**src/rtl/rpwm_pkg.sv**
```systemverilog
package rpwm_pkg;
    parameter int CNT_W  = 16;
    parameter int RND_W  = 16;
    parameter int DUTY_W = 8;
    parameter int SCL_W  = 16;

    typedef struct packed {
        logic [CNT_W-1:0] cnt;
        logic [CNT_W-1:0] per;
        logic [CNT_W-1:0] on;
    } rpwm_state_t;
endpackage

```
**src/rtl/rpwm_cycle_calc.sv**
```systemverilog
module rpwm_cycle_calc
    import rpwm_pkg::*;
#(
    parameter int PMIN     = 40,
    parameter int A_SCALE  = 5,
    parameter int SHIFT    = 14,
    parameter int DT_TICKS = 3
) (
    input  logic [RND_W-1:0]  rnd,
    input  logic [DUTY_W-1:0] duty,
    output logic [CNT_W-1:0]  per,
    output logic [CNT_W-1:0]  on
);
    localparam int PROD_W = RND_W + SCL_W;
    localparam int MUL_W  = CNT_W + DUTY_W;

    logic [PROD_W-1:0] prod;
    logic [PROD_W-1:0] span;
    logic [MUL_W-1:0]  mul;
    logic [CNT_W-1:0]  on_raw;
    logic [CNT_W-1:0]  on_max;

    always_comb begin
        prod   = PROD_W'(rnd) * PROD_W'(SCL_W'(A_SCALE));
        span   = prod >> SHIFT;
        per    = CNT_W'(PMIN) + span[CNT_W-1:0];
        mul    = MUL_W'(per) * MUL_W'(duty);
        on_raw = mul[MUL_W-1:DUTY_W];
        on_max = per - CNT_W'(DT_TICKS);
        on     = (on_raw > on_max) ? on_max : on_raw;
    end
endmodule

```
**src/rtl/rpwm_gate_dec.sv**
```systemverilog
module rpwm_gate_dec
    import rpwm_pkg::*;
#(
    parameter int DT_TICKS = 3
) (
    input  logic [CNT_W-1:0] cnt,
    input  logic [CNT_W-1:0] per,
    input  logic [CNT_W-1:0] on,
    output logic             hi,
    output logic             lo
);
    localparam int EXT_W = CNT_W + 1;

    logic [EXT_W-1:0] lo_begin;
    logic [EXT_W-1:0] cnt_ahead;
    logic             live;

    always_comb begin
        live      = (on != '0);
        lo_begin  = EXT_W'(on) + EXT_W'(DT_TICKS);
        cnt_ahead = EXT_W'(cnt) + EXT_W'(DT_TICKS);
        hi        = live && (cnt < on);
        lo        = live && (EXT_W'(cnt) >= lo_begin) && (cnt_ahead < EXT_W'(per));
    end
endmodule

```
**src/rtl/rpwm_gate_top.sv**
```systemverilog
module rpwm_gate_top
    import rpwm_pkg::*;
#(
    parameter int PMIN     = 40,
    parameter int A_SCALE  = 5,
    parameter int SHIFT    = 14,
    parameter int DT_TICKS = 3
) (
    input  logic              clk,
    input  logic              rst,
    input  logic [RND_W-1:0]  rnd_in,
    input  logic [DUTY_W-1:0] duty_in,
    output logic              gate_main,
    output logic              gate_comp,
    output logic              cycle_start
);
    localparam longint RND_MAX = (longint'(1) << RND_W) - 1;
    localparam int     PMAX    = PMIN + int'((RND_MAX * A_SCALE) >> SHIFT);

    rpwm_state_t st_q, st_d;
    logic [CNT_W-1:0] nxt_per;
    logic [CNT_W-1:0] nxt_on;
    logic             wrap;

    rpwm_cycle_calc #(
        .PMIN(PMIN), .A_SCALE(A_SCALE), .SHIFT(SHIFT), .DT_TICKS(DT_TICKS)
    ) u_calc (
        .rnd (rnd_in),
        .duty(duty_in),
        .per (nxt_per),
        .on  (nxt_on)
    );

    rpwm_gate_dec #(.DT_TICKS(DT_TICKS)) u_dec (
        .cnt(st_q.cnt),
        .per(st_q.per),
        .on (st_q.on),
        .hi (gate_main),
        .lo (gate_comp)
    );

    always_comb begin
        wrap = (st_q.cnt == st_q.per - CNT_W'(1));
        st_d = st_q;
        if (wrap) begin
            st_d.cnt = '0;
            st_d.per = nxt_per;
            st_d.on  = nxt_on;
        end else begin
            st_d.cnt = st_q.cnt + CNT_W'(1);
        end
    end

    always_ff @(posedge clk) begin
        if (rst) begin
            st_q.cnt <= '0;
            st_q.per <= CNT_W'(PMIN);
            st_q.on  <= '0;
        end else begin
            st_q <= st_d;
        end
    end

    assign cycle_start = wrap;

    AST_NO_OVERLAP: assert property (@(posedge clk) disable iff (rst)
        !(gate_main && gate_comp));
    AST_CNT_RANGE: assert property (@(posedge clk) disable iff (rst)
        st_q.cnt < st_q.per);
    AST_PER_RANGE: assert property (@(posedge clk) disable iff (rst)
        (st_q.per >= CNT_W'(PMIN)) && (st_q.per <= CNT_W'(PMAX)));
    AST_WRAP_ZERO: assert property (@(posedge clk) disable iff (rst)
        cycle_start |=> (st_q.cnt == '0));
    AST_HOLD_MID: assert property (@(posedge clk) disable iff (rst)
        !cycle_start |=> ($stable(st_q.per) && $stable(st_q.on)));
    AST_ON_CLAMP: assert property (@(posedge clk) disable iff (rst)
        (32'(st_q.on) + 32'(DT_TICKS)) <= 32'(st_q.per));
    AST_ZERO_OFF: assert property (@(posedge clk) disable iff (rst)
        (st_q.on == '0) |-> (!gate_main && !gate_comp));
    AST_START_PULSE: assert property (@(posedge clk) disable iff (rst)
        cycle_start |=> !cycle_start);
endmodule

```
**config.mk**
```make
export PLATFORM = sky130hd
export DESIGN_NAME = rpwm_gate_top
export DESIGN_NICKNAME = d
export VERILOG_FILES = /design/src/rtl/rpwm_pkg.sv /design/src/rtl/rpwm_cycle_calc.sv /design/src/rtl/rpwm_gate_dec.sv /design/src/rtl/rpwm_gate_top.sv
export SDC_FILE = /design/constraint.sdc
export NUM_CORES = 1
export LEC_CHECK = 0
export BUFFER_PORTS_ARGS = -buffer_cell sky130_fd_sc_hd__clkbuf_2
export CORE_MARGIN = 5
export CORE_UTILIZATION = 65
export CTS_BUF_LIST = sky130_fd_sc_hd__clkbuf_4 sky130_fd_sc_hd__clkbuf_8
export DETAILED_ROUTE_END_ITERATION = 10
export GPL_TIMING_DRIVEN = 0
export PLACE_DENSITY = 0.84
export SETUP_SLACK_MARGIN = 0.2
export SKIP_CTS_REPAIR_TIMING = 1
export SYNTH_ARGS = -nofsm -noshare
export SYNTH_HDL_FRONTEND = slang
export SYNTH_SLANG_ARGS = --single-unit
export TNS_END_PERCENT = 30
```
**constraint.sdc**
```tcl
create_clock -name clk -period 11.15 [get_ports clk]
set_input_delay 0.5575 -clock clk [delete_from_list [all_inputs] [get_ports clk]]
set_output_delay 0.5575 -clock clk [all_outputs]
set_load 0.005 [all_outputs]
```
# ---- Yosys cells after proc, flatten, opt, wreduce, memory -nomap -nowiden
# Cells that the tools add are included.
dict set report totals {
  in_bits 26
  out_inout_bits 3
  reg_bits 48
  elab_cells 22
}
dict set report classes {
  magnitude_cmp 4
  eq_ne 1
  mul 2
  addsub 6
  n_reduce_logical 5
  n_mux 1
}
# op count
set ops {}
lappend ops {{adder 16 x 2 -> 17 bit, second input constant} 2}
lappend ops {{multiplier 16 x 8 -> 24 bit} 1}
lappend ops {{multiplier 16 x 3 -> 19 bit, second input constant} 1}
lappend ops {{greater-or-equal comparator 16 x 17 -> 1 bit} 1}
lappend ops {{< comparator 17 x 16 -> 1 bit} 1}
lappend ops {{adder 16 x 1 -> 16 bit, second input constant} 1}
lappend ops {{== test 16 bit} 1}
lappend ops {{greater-than comparator 16 bit} 1}
lappend ops {{< comparator 16 bit} 1}
lappend ops {{two-way mux 16 bit} 1}
lappend ops {{nonzero test 16 bit} 1}
lappend ops {{subtractor 16 x 1 -> 16 bit, second input constant} 1}
lappend ops {{subtractor 16 x 2 -> 16 bit, second input constant} 1}
lappend ops {{adder 6 x 5 -> 7 bit, first input constant} 1}
lappend ops {{logical AND 1 bit} 3}
lappend ops {{OR reduction 2 bit} 1}

# ---- Logic depth before layout (Yosys ltp)
# Gate-level depths: netlist of run 1.
dict set report depth {
  depth_word 5
  ltp_mapped 37
  ltp_nobuf 35
}

# ---- By module
# From an unflattened synthesis of run 1, not the netlist that was laid out.
dict set report unflattened {
  cells_unflattened 827
  hier_area_um2 7070.5
}
# module seq_area_each_um2 area_each_um2 instances cells_per_inst
set by_module_without_submodules {}
lappend by_module_without_submodules {rpwm_cycle_calc 0.0 2695.1 1 311}
lappend by_module_without_submodules {rpwm_gate_top 960.9 2676.3 1 289}
lappend by_module_without_submodules {rpwm_gate_dec 0.0 1699.1 1 227}

# ---- Worst setup path after synthesis of run 1
# Ideal clock, no wire load.
dict set report synth_timing {
  path_type {input -> register}
  from {in rnd_in[10]}
  to {reg, netlist name st_q[0]}
  arrival_time_ps 8628
  required_time_ps 11075
  setup_slack_ps 2447
  setup_ps 75
  path_buffers 2
  cell_stages 35
  cell_sequence {ha_1 -> ha_1 -> nand4_1 -> nor3_1 -> a221oi_4 -> o21ba_2 -> o21bai_1 -> xor2_1 -> buf_2 -> ha_1 -> clkbuf_1 -> mux2_2 -> ha_1 -> inv_1 -> fa_1 -> inv_1 -> fa_1 -> inv_1 -> fa_1 -> inv_1 -> ha_1 -> and3_1 -> a221oi_1 -> o21bai_1 -> a221oi_1 -> o21ai_1 -> a21o_1 -> xor2_1 -> ha_1 -> a221oi_1 -> o21ai_0 -> o31a_1 -> o21ai_4 -> mux2_4 -> o22ai_1}
}
dict set report synth_between {
  elab_chain_len 5
  word_cells_on_any_way 6
  cone_classes {2 x add/sub; 2 x mul; 1 x order compare; 1 x mux}
}
# item line_no
set synth_rtl {}
lappend synth_rtl {{from (decl)} rpwm_gate_top.sv:11} ;# input logic [RND_W-1:0] rnd_in,
lappend synth_rtl {{multiplier 16 x 3 -> 19 bit (*)} rpwm_cycle_calc.sv:24} ;# prod = PROD_W'(rnd) * PROD_W'(SCL_W'(A_SCALE));
lappend synth_rtl {{adder 6 x 5 -> 7 bit (*)} rpwm_cycle_calc.sv:26} ;# per = CNT_W'(PMIN) + span[CNT_W-1:0];
lappend synth_rtl {{named net nxt_per[6]} rpwm_gate_top.sv:21} ;# logic [CNT_W-1:0] nxt_per;
lappend synth_rtl {{multiplier 16 x 8 -> 24 bit or subtractor 16 x 2 -> 16 bit (tied branches)} {rpwm_cycle_calc.sv:27, rpwm_cycle_calc.sv:29}}
lappend synth_rtl {{greater-than comparator 16 bit} rpwm_cycle_calc.sv:30} ;# on = (on_raw > on_max) ? on_max : on_raw;
lappend synth_rtl {{two-way mux 16 bit (*)} rpwm_cycle_calc.sv:30}
# The timed path passes the listed nets; every way through them passes the cells marked *.
# A chain may end at the register's enable or synchronous reset.

# ---- Final worst setup path of run 1
dict set report layout_timing {
  from {in rnd_in[10]}
  to {reg, netlist name st_q[0]}
}
dict set report layout_between {
  elab_chain_len 5
  word_cells_on_any_way 6
  cone_classes {2 x add/sub; 2 x mul; 1 x order compare; 1 x mux}
}
# item line_no
set layout_rtl {}
lappend layout_rtl {{multiplier 16 x 3 -> 19 bit (*)} rpwm_cycle_calc.sv:24}
lappend layout_rtl {{adder 6 x 5 -> 7 bit (*)} rpwm_cycle_calc.sv:26}
lappend layout_rtl {{named net nxt_per[6]} rpwm_gate_top.sv:21}
lappend layout_rtl {{multiplier 16 x 8 -> 24 bit or subtractor 16 x 2 -> 16 bit (tied branches)} {rpwm_cycle_calc.sv:27, rpwm_cycle_calc.sv:29}}
lappend layout_rtl {{greater-than comparator 16 bit} rpwm_cycle_calc.sv:30}
lappend layout_rtl {{two-way mux 16 bit (*)} rpwm_cycle_calc.sv:30}
# Marked as above.

==> impl_metrics.toml, run 1 <==
[clock_network]
cts_tree = "yes"
clock_path_buffers = 2
root_buffer = "clkbuf_8"
cts_sinks = 35
clk_pin_slew_ns = 0.07
cts_buffers = 5
insertion_delay_ns = 0.29
cts_max_level = 2

[timing]
hold_viol = 0
clock.fmax_ghz = 0.104
relSlewSlack = 0.590
skew_ns = 0.00566
setup_tns_ns = 0
worstMarginPinSlew_ns = 0.609
setup_viol = 0
finalWorstPathRequiredPeriod_ns = 9.60
rsz0062_at_grt = "false"
period_share = 0.861
slew_viol_final = 0

[synth]
ys_warn_count = 0
synth_flop_cell = "dfxtp_1"
synthArstFlopShare = 0
synth-seq-area-share = 0.127
ys_seq_elements = 35
synth_cell_types = 62
synth-edff-count = 0
synth_cells = 655
synth.avg_cell_area_um2 = 8.43
syn-cell-area_mm2 = 0.00552

[drt]
finalWirelength_um = 12300
dr_total_vias = 4723
drtIter0Drc = 209
ant_nets = 0
met3_length_um = 439
first_pass_iters = 7
vias_per_cell = 5.92
drc_errors = 0
route.met2.wl_um = 6030
top_layer = "met4"
met1_length_um = 5670
drt-wirelength-per-cell_um = 15.4

[finish]
top_regs = "st_q (35)"
post-route-util = 0.714
drive_gt1_frac = 0.0981
area_growth_pct = 6.71
n_antenna_cell = 0
fin_nets = 861
largest_reg_flops = 35
largest-register = "st_q"

[floorplan]
pin_count = 29
die_area_mm2 = 0.0104
start_util = 0.669
die_w_um = 102
row_count = 33
coreArea_mm2 = 0.00826
dieHeight_um = 102

[status]
outcome = "completed"

[worst_setup_path]
required_ns = 11.36
critPathMaxStageDelay_ns = 0.53
end_kind = "register"
worst_path_dominant_cell_family = "adder cells"
critPathLaunchType = "input port"
criticalPathCategory = "input port to register"
worst_path_max_delay_cell = "fa_1"
crit_top_cell = "ha_1"
crit_arrival_ns = 9.82
cp_max_fo = 11
worst-path-buf-inv = 7

[placement]
gp_congestion = 0.903
portBuffers = 28
dp_hpwl_um = 10200

[pwr]
swShare = 0.473
internal-power_mw = 0.513
pwr-share-clk = 0.099
power_density_mw_per_mm2 = 165
irDropWorstVdd_mv = 0.124
power_switching_mw = 0.460
pwr-share-comb = 0.770
p_seq_frac = 0.131
p_leak_nw = 2.73

[global_route]
antenna_found_initial = 0
grt_pass1_wl_um = 21200
grt_pass1_vias = 4746
gr-usage-all-layers = 0.247
grt_max_degree = 12
grt.overflow.total = 0

[worst_hold_path]
hold_path.class = "register to register"

[run]
max-cap-violations = 0
-- stage by stage --
| step | cell area, um2 | worst slack (ns) | std cells | total power [mW] | hold WS (ns) |
|---|---|---|---|---|---|
| 6_report | 5890 | 1.55 | 798 | 0.974 | 0.490 |
| 5_1_grt | 5890 | 0.917 | 798 | 1.08 | 0.523 |
| 4_1_cts | 5890 | 1.61 | 798 | 0.974 | 0.492 |
| 3_5_place_dp | 5810 | 1.33 | 791 | 0.876 | 0.481 |
| 3_3_place_gp | 5810 | 1.55 | 791 | 0.843 | 0.470 |
| 2_1_floorplan | 5530 | 2.45 | 658 | 0.726 | 0.449 |
-- layer usage --
layer | up-vias | track usage
li1 | 2361 | -
met1 | 2237 | 0.329
met2 | 108 | 0.431
met3 | 17 | 0.0171
met4 | 0 | 0.0666
met5 | - | 0
-- cells in the final DEF (no fill, tap or decap), drive strengths merged, types with 3 or more instances in the layout --
| cell | synthesis | routed |
|---|---|---|
| ha | 120 | 120 |
| inv | 61 | 61 |
| clkbuf | 21 | 55 |
| nor2 | 51 | 51 |
| dfxtp | 35 | 35 |
| xnor2 | 33 | 33 |
| and2 | 30 | 30 |
| nand2 | 26 | 26 |
| o21ai | 26 | 26 |
| nand3 | 25 | 25 |
| a21oi | 23 | 23 |
| fa | 22 | 22 |
| o21a | 18 | 18 |
| xor2 | 17 | 17 |
| nor2b | 16 | 16 |
| nand4 | 15 | 15 |
| nor3 | 12 | 12 |
| buf | 9 | 9 |
| a21o | 8 | 8 |
| mux2i | 8 | 8 |
| mux2 | 8 | 8 |
| o22ai | 7 | 7 |
| and3 | 6 | 6 |
| a31oi | 6 | 6 |
| nand2b | 5 | 5 |
| a211oi | 5 | 5 |
| a221oi | 5 | 5 |
| nor4 | 4 | 4 |
| conb | 1 | 4 |
| or2 | 4 | 4 |
| or4 | 3 | 3 |
-- worst min-delay path, delay by kind of cell (launching register included) --
| family | cells | cell delay (ns) |
|---|---|---|
| and+or+nand+nor | 1 | 0.05 |
| DFF | 1 | 0.32 |
| buffers and inverters | 1 | 0.08 |
-- cell families (layout without fill, tap and decap cells) --
group	count (synthesis)	count (layout)	share of synthesized area
xor gates and xnor gates	50	50	0.0820
and+or+nand+nor	206	206	0.194
buffers and inverters	91	126	0.0637
adders and majority gates	142	142	0.352
DFF	35	35	0.127
AOI/OAI and AO/OA	114	114	0.149
other	1	4	0.000679
muxes	16	16	0.0322
-- cell type report --
type                            count  area [um2]
Multi-Input combinational cell    532        4480
Fill cell                         663        2360
Sequential cell                    35         701
Inverter                           61         229
Timing Repair Buffer               28         140
Tap cell                          105         131
Buffer                             30         123
Clock buffer                        6        82.6
Clock inverter                      1        5.00
-- synth_stat cells, types with 3 or more instances --
master      n  share of area
dfxtp_1    35           0.13
nor3_1     12          0.011
o22ai_1     5         0.0057
clkbuf_1   21          0.014
nor2b_1    16          0.018
mux2_2      6          0.012
a31oi_1     6         0.0068
nand2b_1    5         0.0057
nand2_1    25          0.017
xnor2_1    31          0.049
a211oi_1    4         0.0054
or4_1       3         0.0041
xor2_1     17          0.027
mux2i_1     8          0.014
buf_2       8         0.0072
o21ai_0    19          0.017
fa_1       22          0.080
nand4_1    15          0.017
a221oi_1    4         0.0063
o21a_1     18          0.024
o21ai_1     5         0.0045
inv_1      60          0.041
nor2_1     51          0.035
a21o_1      8          0.011
nor4_1      4         0.0045
ha_1      120           0.27
and3_1      6         0.0068
a21oi_1    23          0.021
and2_1     30          0.034
nand3_1    25          0.023
-- power by group through the flow --
stage	combinational [mW]	sequential (mW)	clock, mW
after floorplan	0.596	0.130	0
after global placement	0.713	0.131	0
after detailed placement	0.745	0.131	0
after CTS	0.750	0.128	0.0958
after global routing	0.856	0.128	0.101
final	0.750	0.128	0.0961
-- path summary, 6_finish.rpt --
kind	startpoint	endpoint	slack, ns	cells after the start
min	st_q[10]$_SDFFE_PP0P_	st_q[10]$_SDFFE_PP0P_	0.49	2
min reg2reg	st_q[10]$_SDFFE_PP0P_	st_q[10]$_SDFFE_PP0P_	0.49	2
max	rnd_in[10]	st_q[0]$_SDFFE_PP0P_	1.55	36
max reg2reg	st_q[16]$_SDFFE_PP0P_	st_q[6]$_SDFFE_PP0P_	7.98	14
(Power assumes the default switching activity.)
==> run 2: changes to the inputs <==
==> constraint.sdc (replaced) <==
create_clock -name clk -period 9.8 [get_ports clk]
set_input_delay 0.49 -clock clk [delete_from_list [all_inputs] [get_ports clk]]
set_output_delay 0.49 -clock clk [all_outputs]
set_load 0.005 [all_outputs]
==> run 2 against run 1 <==
  * Global-route usage stayed put
  * Clock power is 13% higher
  * Setup slack worse by 0.79 ns
  * Clock-buffer cell count stayed put
  * Wire length is 1.4% higher
  * Sequential share of layout area is 0.093 points lower
  * First-iteration DRC count is 18% higher
  * Non-clock buffer count is 2 higher
  * Largest cell class unchanged
  * Clock skew hardly changed
  * Core utilization is 0.56 points higher
==> impl_metrics.toml, run 2 (synthesis gave the netlist of run 1 again) <==
[finish]
drive_gt1_frac = 0.105
mostFrequentLayoutCells = "ha_1 (120), inv_1 (60), nor2_1 (51)"
regArea_um2 = 701
fill_cells = 652
area_growth_pct = 7.54
multi_input_area_mm2 = 0.00449
post-route-util = 0.719
stdcell_count = 800
largest-register = "st_q"
top_regs = "st_q (35)"
n_antenna_cell = 0
largest_reg_flops = 35
final_cell_area_mm2 = 0.00594
final_common_cell = "ha_1"
fin_nets = 863

[global_route]
grt_pass1_vias = 4746
grt_pass1_wl_um = 21200
gr-usage-all-layers = 0.247
antenna_found_initial = 0
grt.overflow.total = 0
use_met1 = 0.329
met2_usage = 0.431
met3_usage = 0.0171
top_usage_layer = "met2"
grt_max_degree = 12

[placement]
dp_hpwl_um = 10200
portBuffers = 28
placedCellCount = 791
gp_congestion = 0.903
placedInstanceArea_mm2 = 0.00581
dp_worst_setup_slack_ns = 0.0461

[clock_network]
cts_max_level = 2
root_buffer = "clkbuf_8"
insertion_delay_ns = 0.29
cts_buffers = 5
clock_path_buffers = 2
cts_sinks = 35
clk_pin_slew_ns = 0.07
cts_tree = "yes"

[timing]
relSlewSlack = 0.590
setup_tns_ns = 0
slew_viol_final = 0
worstMarginPinSlew_ns = 0.609
hold_viol = 0
period_share = 0.923
layout_setup_ws_ns = 0.756
hold_ws_ns = 0.494
finalWorstPathRequiredPeriod_ns = 9.04
rsz0062_at_grt = "false"
skew_ns = 0.00572
setup_viol = 0
clock.fmax_ghz = 0.111

[pwr]
pwr-share-clk = 0.096
irDropWorstVdd_mv = 0.142
swShare = 0.472
power_switching_mw = 0.536
power_density_mw_per_mm2 = 191
p_seq_frac = 0.128
p_total_mw = 1.13
p_leak_nw = 2.75
pwr-share-comb = 0.776
internal-power_mw = 0.599

[status]
outcome = "completed"

[worst_setup_path]
setup.worst_path.start = "rnd_in[10]"
worst_path_max_delay_cell = "fa_1"
reg2regPathDepth = 14
critPathMaxStageDelay_ns = 0.53
criticalPathCategory = "input port to register"
end_kind = "register"
crit_top_cell = "ha_1"
reg2reg_from = "st_q[16]$_SDFFE_PP0P_"
required_ns = 10.02
cp_max_fo = 11
endpoint = "st_q[4]$_SDFFE_PP0P_"
crit_arrival_ns = 9.26
ff2ff_setup_slack_ns = 6.62
reg2reg_to = "st_q[6]$_SDFFE_PP0P_"
critPathLaunchType = "input port"

[drt]
dr_total_vias = 4767
first_pass_iters = 5
drt-wirelength-per-cell_um = 15.6
drc_errors = 0
finalWirelength_um = 12500
ant_nets = 0
drtIter0Drc = 247
vias_per_cell = 5.96

[floorplan]
die_area_mm2 = 0.0104
start_util = 0.669
dieHeight_um = 102
pin_count = 29
row_count = 33
die_w_um = 102
coreArea_mm2 = 0.00826

[worst_hold_path]
hold_path.class = "register to register"

[run]
max-cap-violations = 0
run 2: layer usage:
metal  vias up  wire length [um]
met2       118              6120
met5         -                 0
met3        17               418
met4         0               179
li1       2372                 -
met1      2260              5770
run 2: power groups by stage:
stage,clock [mW],sequential [mW],combinational [mW]
6_report,0.109,0.145,0.880
5_1_grt,0.115,0.145,0.995
4_1_cts,0.109,0.145,0.854
3_5_place_dp,0,0.149,0.848
3_3_place_gp,0,0.148,0.811
2_1_floorplan,0,0.148,0.678
run 2: cell type report:
cell class | count | area share
inverters | 61 | 0.0386
multi-input cells | 532 | 0.757
clock inverters | 1 | 0.000843
plain buffers | 30 | 0.0217
repair buffers | 30 | 0.0282
flip-flops and latches | 35 | 0.118
well taps | 105 | 0.0221
clock buffers | 6 | 0.0139
run 2: worst max-delay path, delay by kind of cell:
kind / cells / cell delay (ns)
mux: 2 / 0.64
simple gates: 3 / 0.68
xor+xnor: 2 / 0.47
buf+inv: 8 / 0.95
compound gates: 13 / 2.59
fa+ha+maj: 9 / 3.42
run 2: how the worst min path moves through the flow:
stage,from,to,slack (ns),depth (start not counted)
6_report,st_q[10]$_SDFFE_PP0P_,st_q[10]$_SDFFE_PP0P_,0.49,2
5_1_grt,st_q[8]$_SDFFE_PP0P_,st_q[8]$_SDFFE_PP0P_,0.52,2
4_1_cts,st_q[10]$_SDFFE_PP0P_,st_q[10]$_SDFFE_PP0P_,0.49,2
3_5_place_dp,st_q[10]$_SDFFE_PP0P_,st_q[10]$_SDFFE_PP0P_,0.48,2
3_3_place_gp,st_q[12]$_SDFFE_PP0P_,st_q[12]$_SDFFE_PP0P_,0.47,2
2_1_floorplan,st_q[14]$_SDFFE_PP0P_,st_q[14]$_SDFFE_PP0P_,0.45,2
==> run 3: changes to the inputs <==
--- a/config.mk
+++ b/config.mk
@@ -5,13 +5,14 @@
 export SDC_FILE = /design/constraint.sdc
 export NUM_CORES = 1
 export LEC_CHECK = 0
-export BUFFER_PORTS_ARGS = -buffer_cell sky130_fd_sc_hd__clkbuf_2
+export BUFFER_PORTS_ARGS = -buffer_cell sky130_fd_sc_hd__buf_2
 export CORE_MARGIN = 5
 export CORE_UTILIZATION = 65
 export CTS_BUF_LIST = sky130_fd_sc_hd__clkbuf_4 sky130_fd_sc_hd__clkbuf_8
+export CTS_CLUSTER_SIZE = 16
 export DETAILED_ROUTE_END_ITERATION = 10
 export GPL_TIMING_DRIVEN = 0
-export PLACE_DENSITY = 0.84
+export PLACE_DENSITY_LB_ADDON = 0.12
 export SETUP_SLACK_MARGIN = 0.2
 export SKIP_CTS_REPAIR_TIMING = 1
 export SYNTH_ARGS = -nofsm -noshare
==> run 3 against run 2 <==
  * Critical path depth did not move
  * Sequential share of layout area barely moved
  * Via count rose by 1.4%
  * Global-route usage rose by 1.1 points
  * Maximum frequency rose by 0.50%
  * Cell area rose by 0.34%
  * Highest routed layer unchanged
==> impl_metrics.toml, run 3 (synthesis gave the netlist of run 1 again) <==
[finish]
drive_gt1_frac = 0.107
largest-register = "st_q"
final_common_cell = "ha_1"
final_cell_area_mm2 = 0.00596
fin_nets = 865
fill_cells = 661
mostFrequentLayoutCells = "ha_1 (120), inv_1 (60), nor2_1 (51)"
largest_reg_flops = 35
stdcell_count = 803
area_growth_pct = 7.91
top_regs = "st_q (35)"
n_antenna_cell = 0

[placement]
placedInstanceArea_mm2 = 0.00581
gp_congestion = 0.917
portBuffers = 28
placedCellCount = 791
dp_hpwl_um = 10700

[global_route]
grt.overflow.total = 0
top_usage_layer = "met2"
use_met1 = 0.342
grt_pass1_vias = 4751
grt_pass1_wl_um = 21800
met3_usage = 0.0294
antenna_found_initial = 0
met2_usage = 0.446
gr-usage-all-layers = 0.258
grt_max_degree = 13

[worst_setup_path]
crit_cells = 37
required_ns = 9.98
reg2reg_to = "st_q[3]$_SDFFE_PP0P_"
critPathMaxStageDelay_ns = 0.54
critPathLaunchType = "input port"
worst_path_dominant_cell_family = "adder cells"
endpoint = "st_q[1]$_SDFFE_PP0P_"
reg2regPathDepth = 13
worst-path-buf-inv = 8
setup.worst_path.start = "rnd_in[10]"
crit_arrival_ns = 9.18
reg2reg_from = "st_q[16]$_SDFFE_PP0P_"
crit_top_cell = "ha_1"
ff2ff_setup_slack_ns = 6.59
end_kind = "register"
cp_max_fo = 11
worst_path_max_delay_cell = "fa_1"
criticalPathCategory = "input port to register"

[pwr]
irDropWorstVdd_mv = 0.190
power_density_mw_per_mm2 = 195
p_leak_nw = 2.76

[clock_network]
cts_buffers = 5
root_buffer = "clkbuf_8"
cts_max_level = 2
insertion_delay_ns = 0.29
clock_path_buffers = 2
cts_sinks = 35
cts_tree = "yes"
clk_pin_slew_ns = 0.08

[drt]
drc_errors = 0
finalWirelength_um = 12900
dr_total_vias = 4835
ant_nets = 0
drt-wirelength-per-cell_um = 16.1
drtIter0Drc = 235
vias_per_cell = 6.02
first_pass_iters = 5

[floorplan]
start_util = 0.669
row_count = 33
dieHeight_um = 102
pin_count = 29
coreArea_mm2 = 0.00826
die_area_mm2 = 0.0104
die_w_um = 102

[timing]
finalWorstPathRequiredPeriod_ns = 9.00
skew_ns = 0.00891
slew_viol_final = 0
relSlewSlack = 0.622
hold_viol = 0
clock.fmax_ghz = 0.111
setup_tns_ns = 0
rsz0062_at_grt = "false"
period_share = 0.918
worstMarginPinSlew_ns = 0.561
setup_viol = 0

[run]
max-cap-violations = 0

[status]
outcome = "completed"

[worst_hold_path]
hold_path.class = "register to register"
[run 3: worst min-delay path, cell delays in order, from the launching register on]
cell,delay (ns)
dfxtp_1,0.33
inv_1,0.07
nor2_1,0.04
[run 3: routing by layer]
layer  routed length (um)  share of wire  up-vias
met5                    0              0        -
met4                  217          0.017        0
met3                  553          0.043       23
met2                 6200           0.48      134
met1                 5970           0.46     2312
li1                     -              -     2366
[run 3: worst min path at each step]
stage | start | depth (start not counted) | end
floorplan | st_q[14]$_SDFFE_PP0P_ | 2 | st_q[14]$_SDFFE_PP0P_
global placement | st_q[12]$_SDFFE_PP0P_ | 2 | st_q[12]$_SDFFE_PP0P_
CTS | st_q[14]$_SDFFE_PP0P_ | 2 | st_q[14]$_SDFFE_PP0P_
finish | st_q[10]$_SDFFE_PP0P_ | 2 | st_q[10]$_SDFFE_PP0P_
detailed placement | st_q[10]$_SDFFE_PP0P_ | 2 | st_q[10]$_SDFFE_PP0P_
global route | st_q[10]$_SDFFE_PP0P_ | 2 | st_q[10]$_SDFFE_PP0P_
[run 3: cell type report]
class	instances	area (um2)	share of cell area
buffer	30	129	0.0216
clock buffer	5	68.8	0.0115
clock inverter	3	43.8	0.00735
inverter	61	229	0.0384
multi-input combinational	532	4490	0.753
sequential	35	701	0.118
tap	105	131	0.0220
timing repair buffer	32	170	0.0286
[run 3: power by group]
group	switching [mW]	internal (mW)	total, mW
clock	0.0586	0.0758	0.134
sequential	0.00230	0.143	0.145
combinational	0.482	0.398	0.881
total	0.543	0.617	1.16
[run 3: per-stage QoR]
step	hold slack, ns	power, mW	setup WS, ns	util
floorplan	0.449	0.826	1.16	-
global placement	0.468	0.961	0.209	0.703
detailed placement	0.472	1.00	-0.0695	0.703
CTS	0.483	1.14	0.231	0.717
global route	0.502	1.28	0.252	0.722
finish	0.481	1.16	0.801	0.722
